**config.mk**
```make
export PLATFORM = sky130hd
export DESIGN_NAME = prg_bank_mapper
export DESIGN_NICKNAME = d
export VERILOG_FILES = /design/src/rtl/prg_mapper_pkg.sv /design/src/rtl/prg_write_decode.sv /design/src/rtl/prg_ctrl_bank_regs.sv /design/src/rtl/prg_window_map.sv /design/src/rtl/prg_mirror_sel.sv /design/src/rtl/prg_bank_mapper.sv
export SDC_FILE = /design/constraint.sdc
export NUM_CORES = 1
export LEC_CHECK = 0
export BUFFER_PORTS_ARGS = -buffer_cell sky130_fd_sc_hd__buf_4
export CAP_MARGIN = 20
export CORE_MARGIN = 3
export CORE_UTILIZATION = 42
export CTS_CLUSTER_DIAMETER = 100
export CTS_CLUSTER_SIZE = 40
export DETAILED_ROUTE_END_ITERATION = 12
export GPL_ROUTABILITY_DRIVEN = 0
export PLACE_DENSITY = 0.82
export SLEW_MARGIN = 25
export SYNTH_ARGS = -nofsm -noshare
export SYNTH_HDL_FRONTEND = slang
export SYNTH_SLANG_ARGS = --single-unit
```
**constraint.sdc**
```tcl
create_clock -name clk -period 4 [get_ports clk]
set_clock_uncertainty 0.2 [all_clocks]
set_input_delay 1.2 -clock clk [delete_from_list [all_inputs] [get_ports clk]]
set_output_delay 1.2 -clock clk [all_outputs]
set_load 0.01 [all_outputs]
```
**src/rtl/prg_mapper_pkg.sv**
```systemverilog
package prg_mapper_pkg;

   localparam int REG_W     = 5;
   localparam int WIN_OFS_W = 14;

   typedef struct packed {
      logic chr_4k;
      logic prg_16k;
      logic prg_low_sw;
      logic hv_mirror;
      logic mirror_horiz;
   } ctrl_t;

   localparam ctrl_t CTRL_POWER_ON = '{chr_4k: 1'b0, prg_16k: 1'b1, prg_low_sw: 1'b1,
                                       hv_mirror: 1'b1, mirror_horiz: 1'b0};

   typedef enum logic [2:0] {
      TGT_NONE,
      TGT_CTRL,
      TGT_CHR_A,
      TGT_CHR_B,
      TGT_PRG
   } wr_tgt_e;

endpackage

```
**src/rtl/prg_write_decode.sv**
```systemverilog
module prg_write_decode
   import prg_mapper_pkg::*;
(
   input  logic [2:0]       addr_hi,
   input  logic             data_msb,
   input  logic             wr_en,
   output wr_tgt_e          tgt,
   output logic             rst_req
);

   always_comb begin
      tgt = TGT_NONE;
      if (wr_en && addr_hi[2]) begin
         unique case (addr_hi[1:0])
            2'b00:   tgt = TGT_CTRL;
            2'b01:   tgt = TGT_CHR_A;
            2'b10:   tgt = TGT_CHR_B;
            default: tgt = TGT_PRG;
         endcase
      end
   end

   assign rst_req = (tgt != TGT_NONE) && data_msb;

endmodule

```
**src/rtl/prg_ctrl_bank_regs.sv**
```systemverilog
module prg_ctrl_bank_regs
   import prg_mapper_pkg::*;
#(
   parameter int BANK_W = 5
) (
   input  logic              clk,
   input  logic              rst_n,
   input  wr_tgt_e           tgt,
   input  logic              rst_req,
   input  logic [REG_W-1:0]  wr_val,
   output ctrl_t             ctrl_q,
   output logic [BANK_W-1:0] bank_q
);

   localparam logic [BANK_W-1:0] BIT0 = BANK_W'(1);

   logic [BANK_W-1:0] bank_load;

   // In pair mode the lowest bank bit is not taken from the data
   assign bank_load = ctrl_q.prg_16k ? wr_val[BANK_W-1:0] : (wr_val[BANK_W-1:0] & ~BIT0);

   always_ff @(posedge clk or negedge rst_n) begin
      if (!rst_n) begin
         ctrl_q <= CTRL_POWER_ON;
         bank_q <= '0;
      end else if (rst_req) begin
         ctrl_q.prg_16k    <= 1'b1;
         ctrl_q.prg_low_sw <= 1'b1;
      end else if (tgt == TGT_CTRL) begin
         ctrl_q <= ctrl_t'(wr_val);
      end else if (tgt == TGT_PRG) begin
         bank_q <= bank_load;
      end
   end

endmodule

```
**src/rtl/prg_window_map.sv**
```systemverilog
module prg_window_map
   import prg_mapper_pkg::*;
#(
   parameter int BANK_W = 5
) (
   input  ctrl_t                        ctrl_q,
   input  logic [BANK_W-1:0]            bank_q,
   input  logic [BANK_W-1:0]            bank_mask,
   input  logic [WIN_OFS_W:0]           cpu_addr,
   output logic [BANK_W+WIN_OFS_W-1:0]  rom_addr
);

   localparam int NUM_WIN = 2;
   localparam logic [BANK_W-1:0] BIT0 = BANK_W'(1);

   logic [BANK_W-1:0] win_bank [NUM_WIN];
   logic [BANK_W-1:0] sel_bank;

   for (genvar w = 0; w < NUM_WIN; w++) begin : g_win
      logic [BANK_W-1:0] bank_w;
      always_comb begin
         if (!ctrl_q.prg_16k) begin
            bank_w = (w == 0) ? (bank_q & ~BIT0) : (bank_q | BIT0);
         end else if (ctrl_q.prg_low_sw) begin
            bank_w = (w == 0) ? bank_q : bank_mask;
         end else begin
            bank_w = (w == 0) ? '0 : bank_q;
         end
      end
      assign win_bank[w] = bank_w;
   end

   assign sel_bank = cpu_addr[WIN_OFS_W] ? win_bank[1] : win_bank[0];
   assign rom_addr = {sel_bank & bank_mask, cpu_addr[WIN_OFS_W-1:0]};

endmodule

```
**src/rtl/prg_mirror_sel.sv**
```systemverilog
module prg_mirror_sel (
   input  logic hv_mirror,
   input  logic mirror_horiz,
   input  logic ppu_a10,
   input  logic ppu_a11,
   output logic nt_a10
);

   always_comb begin
      if (!hv_mirror)        nt_a10 = 1'b0;
      else if (mirror_horiz) nt_a10 = ppu_a11;
      else                   nt_a10 = ppu_a10;
   end

endmodule

```
**src/rtl/prg_bank_mapper.sv**
```systemverilog
module prg_bank_mapper
   import prg_mapper_pkg::*;
#(
   parameter int BANK_W = 5,
   localparam int AW    = BANK_W + WIN_OFS_W
) (
   input  logic              clk,
   input  logic              rst_n,
   input  logic [15:0]       cpu_addr,
   input  logic [7:0]        wr_data,
   input  logic              wr_en,
   input  logic [BANK_W-1:0] rom_bank_mask,
   input  logic              ppu_a10,
   input  logic              ppu_a11,
   output logic [AW-1:0]     rom_addr,
   output logic              nt_a10
);

   if (BANK_W < 1 || BANK_W > REG_W) begin : g_bad_width
      $error("prg_bank_mapper: BANK_W must lie in 1..%0d", REG_W);
   end

   wr_tgt_e           tgt;
   logic              rst_req;
   ctrl_t             ctrl_q;
   logic [BANK_W-1:0] bank_q;
   logic [2:0]        unused_bits;

   assign unused_bits = {wr_data[6:5], ctrl_q.chr_4k};

   prg_write_decode u_dec (
      .addr_hi  (cpu_addr[15:13]),
      .data_msb (wr_data[7]),
      .wr_en    (wr_en),
      .tgt      (tgt),
      .rst_req  (rst_req)
   );

   prg_ctrl_bank_regs #(.BANK_W(BANK_W)) u_regs (
      .clk     (clk),
      .rst_n   (rst_n),
      .tgt     (tgt),
      .rst_req (rst_req),
      .wr_val  (wr_data[REG_W-1:0]),
      .ctrl_q  (ctrl_q),
      .bank_q  (bank_q)
   );

   prg_window_map #(.BANK_W(BANK_W)) u_map (
      .ctrl_q    (ctrl_q),
      .bank_q    (bank_q),
      .bank_mask (rom_bank_mask),
      .cpu_addr  (cpu_addr[WIN_OFS_W:0]),
      .rom_addr  (rom_addr)
   );

   prg_mirror_sel u_mir (
      .hv_mirror    (ctrl_q.hv_mirror),
      .mirror_horiz (ctrl_q.mirror_horiz),
      .ppu_a10      (ppu_a10),
      .ppu_a11      (ppu_a11),
      .nt_a10       (nt_a10)
   );

endmodule

```
==> metrics.log <==
[metrics] Via Count: about 540
[metrics] synthesized-area fraction occupied by ao, oa, aoi and oai cells: 0.148
[metrics] most common library cells after synthesis: buf_4, dfrtp_1, nand2_1
[metrics] largest net degree at the start of global routing: 10
[metrics] setup ws final: 0.764 ns
[metrics] number of max-cap violations: 0
[metrics] clock network latency to the later pin of the worst-skew pair: about 0.26 ns
[metrics] Tot GR Track Use: 0.140
[metrics] timing-limited maximum frequency: 0.309 GHz
[metrics] met3 usage in global routing: 0.0536
[metrics] count of flip-flops with a built-in enable after synthesis: 0
[metrics] Synth Area in XOR/XNOR: 0
[metrics] worst path buffer plus inverter count: 2
[metrics] area of the die: approximately 2200 µm²
[metrics] most instantiated library cell after synthesis: buf_4
[metrics] Initial Utilization: 0.459
[metrics] Area growth syn-to-layout: 16.6%
[metrics] total of warnings raised by yosys: 0
[metrics] async set or reset register ratio after synthesis: 1.00
[metrics] required time of the critical path: around 2.6 ns
[metrics] core occupancy in the finished layout: 0.536
[metrics] run status: complete, no violations
[metrics] global-route wire length before repair: 2150 µm
[metrics] crit path max fanout: 8
[metrics] number of levels in the clock H-tree: 1
[metrics] Post-Synthesis Net Count: 107
[metrics] total overflow reported by the global router: 0
[metrics] # fillers: 150
[metrics] Routed wire per std cell: 12.9 µm
[metrics] net switching power figure: 0.0886 mW
[metrics] synth unique cells: 23
[metrics] Worst setup SP type: input pin
[metrics] final hold violations: 0
[metrics] proportion of power drawn by flip-flops and latches: 0.444
[metrics] total power density per cell area: about 370 nW/µm²
[metrics] internal power of the cells: 0.215 mW
[metrics] DRC: 0
[metrics] root cell of the clock tree: clkbuf_4
[metrics] switching portion of total power: 0.292
[metrics] library cell occupying the most area in the post-synthesis netlist: dfrtp_1
[metrics] prevailing post-synth register cell: dfrtp_1
[metrics] share of Yosys cell area claimed by the top area cell type: 0.212
[metrics] Floorplan Core Area: between 1500 and 2000 µm²
[metrics] setup repair after global routing missed its margin: no
[metrics] number of setup violations in the final report: 0
[metrics] antenna fix cells: 0
[metrics] number of top-level pins: 54
[metrics] Power, Total: 0.304 mW
[metrics] cells along the critical path: buf_4 > a21oi_1 > nor2b_1 > o21a_1 > buf_4
[metrics] Synth Area per Inst: 10.1 µm²
[metrics] clock share of power: 0.238
[metrics] Critical-path top delay cell: o21a_1
[metrics] CP Class: input pin to output pin
[metrics] cts bufs inserted: 3
[metrics] TNS Setup: 0 ns
[metrics] adder-cell area share of the yosys netlist: 0.0530
[metrics] remaining antenna violation count: 0
[metrics] CP delay by family, top: compound AO/OA/AOI/OAI gates
[metrics] Netlist Area Pre-Place: roughly 710 µm²
[metrics] reported leakage power: 0.421 nW
[metrics] multiplexer share of the synthesized area: 0.145
[metrics] WP data arrival: 1.84 ns
[metrics] relative max-transition margin: 0.869
[metrics] flip-flop and latch count after synthesis: 9
[metrics] layout cell share with drive strength beyond 1: 0.488
[metrics] Final Max Tran Viols: 0
[metrics] transition time at the pin with the least slew margin: 0.195 ns
[metrics] Clock Pin Slew Worst Setup and Hold Paths: 0.06 ns
[metrics] I/O Buffers: 25
[metrics] drt first pass iters: 4
[metrics] buffers inserted during post-CTS setup optimization: 0
[metrics] worst-case clock buffer depth: 2
[metrics] main combinational cell family by area after synthesis: buffers and inverters
[metrics] number of standard-cell rows in the floorplan: 14
[metrics] kind of path behind the tightest hold check: flip-flop to flip-flop
[metrics] met1 track utilization from global routing: 0.168
[metrics] number of gates given a new drive strength after cts: 0
[metrics] DR vias/cell: 5.43
[metrics] DIE WIDTH: roughly 47 µm
[metrics] GR peak layer: met2
[metrics] maximum cell stage delay along the critical path: between 0.15 and 0.2 ns
[metrics] Detailed Route WL: approximately 1300 µm
[metrics] count of nets after finishing: approximately 120
[metrics] VDD IR-drop max: approximately 0.2 mV
[metrics] number of buffers added to fix hold violations after cts: 0
[metrics] 1st-iter DRT viols: 7
[metrics] sequential-to-total area share from yosys stat: 0.323
[metrics] total number of clock tree sinks: 9
[metrics] area fraction in and, or, nand and nor cells after synthesis: 0.150
[metrics] Crit. End Element: output pin
[metrics] DPL Wire Length: about 1100 µm
[metrics] period utilization: 0.809
[metrics] top area cells in the synthesized netlist: dfrtp_1, buf_4, dfstp_2
[metrics] Chip Height: 47.1 µm
[metrics] number of antenna violations at the first check in global routing: 0
[metrics] clock tree from TritonCTS: yes
[metrics] cell type with the highest occurrence count on the critical path: buf_4
[metrics] via count of the first global-routing pass: 515
[metrics] Gate power share: 0.318
[metrics] pre-CTS setup slack: between 0.7 and 0.8 ns
[metrics] gate count after technology mapping: 70
[metrics] Final Critical Period: 3.24 ns
[metrics] global-route met2 utilization: 0.217
[metal layers]
layer / up-vias / wire length, µm
met3: 4 / 145
met5: - / 0
li1: 259 / -
met1: 257 / 506
met2: 23 / 613
met4: 0 / 25
[final cells by class]
class / instances / area, µm² / share of cell area
inverter: 3 / 11.3 / 0.0136
sequential: 9 / 229 / 0.277
multi-input combinational: 43 / 352 / 0.426
timing repair buffer: 25 / 188 / 0.227
clock buffer: 4 / 26.3 / 0.0318
tap: 16 / 20.0 / 0.0242
[kinds of logic (layout without fill, tap and decap cells)]
| kind of cell | after synthesis | count (layout) |
|---|---|---|
| multiplexers | 8 | 8 |
| AND/OR/NAND/NOR | 17 | 17 |
| AO/OA/AOI/OAI | 15 | 15 |
| flip-flops | 9 | 9 |
| buffers and inverters | 18 | 32 |
| adder cells (fa/ha/maj) | 3 | 3 |
[path summary, 6_finish.rpt]
| kind | startpoint | end | slack [ns] | cells after the start |
|---|---|---|---|---|
| max in group asynchronous | rst_n | u_regs.ctrl_q[2]$_DFFE_PN1P_ | 2.84 | 1 |
| worst min-delay path | u_regs.ctrl_q[0]$_DFFE_PN0P_ | u_regs.ctrl_q[0]$_DFFE_PN0P_ | 0.34 | 1 |
| min in group asynchronous | rst_n | u_regs.ctrl_q[0]$_DFFE_PN0P_ | 0.54 | 1 |
| worst max register to register | u_regs.ctrl_q[3]$_DFFE_PN1P_ | u_regs.ctrl_q[3]$_DFFE_PN1P_ | 2.81 | 3 |
| worst min register to register | u_regs.ctrl_q[0]$_DFFE_PN0P_ | u_regs.ctrl_q[0]$_DFFE_PN0P_ | 0.34 | 1 |
| worst max-delay path | cpu_addr[14] | rom_addr[14] | 0.76 | 5 |
[power by group through the flow]
| stage | combinational, mW | clock, mW | sequential (mW) |
|---|---|---|---|
| 3_3_place_gp | 0.0947 | 0 | 0.135 |
| 2_1_floorplan | 0.0749 | 0 | 0.130 |
| 3_5_place_dp | 0.0976 | 0 | 0.136 |
| 5_1_grt | 0.108 | 0.0795 | 0.138 |
| 4_1_cts | 0.0980 | 0.0746 | 0.134 |
| 6_report | 0.0965 | 0.0722 | 0.135 |
[sequential cells by signal, summed over array words and instances (netlist names)]
signal	cells
u_regs.bank_q	5
u_regs.ctrl_q	4
[stage by stage]
stage               hold slack (ns)  std cells  area (µm²)
floorplan                     0.298         70         708
global placement              0.320         96         800
detailed placement            0.323         96         800
CTS                           0.340        100         826
global route                  0.365        100         826
finish                        0.338        100         826
[layout by cell type (no fill, tap or decap), types with 3 or more instances in the layout]
master	Yosys	routed
buf_4	14	25
dfrtp_1	6	6
nand2_1	5	5
o21ai_0	4	4
a21boi_0	4	4
mux2_4	4	4
inv_1	3	3
nor2_1	3	3
ha_1	3	3
clkbuf_4	0	3
dfstp_2	3	3
Power figures use the tool's default switching activity.
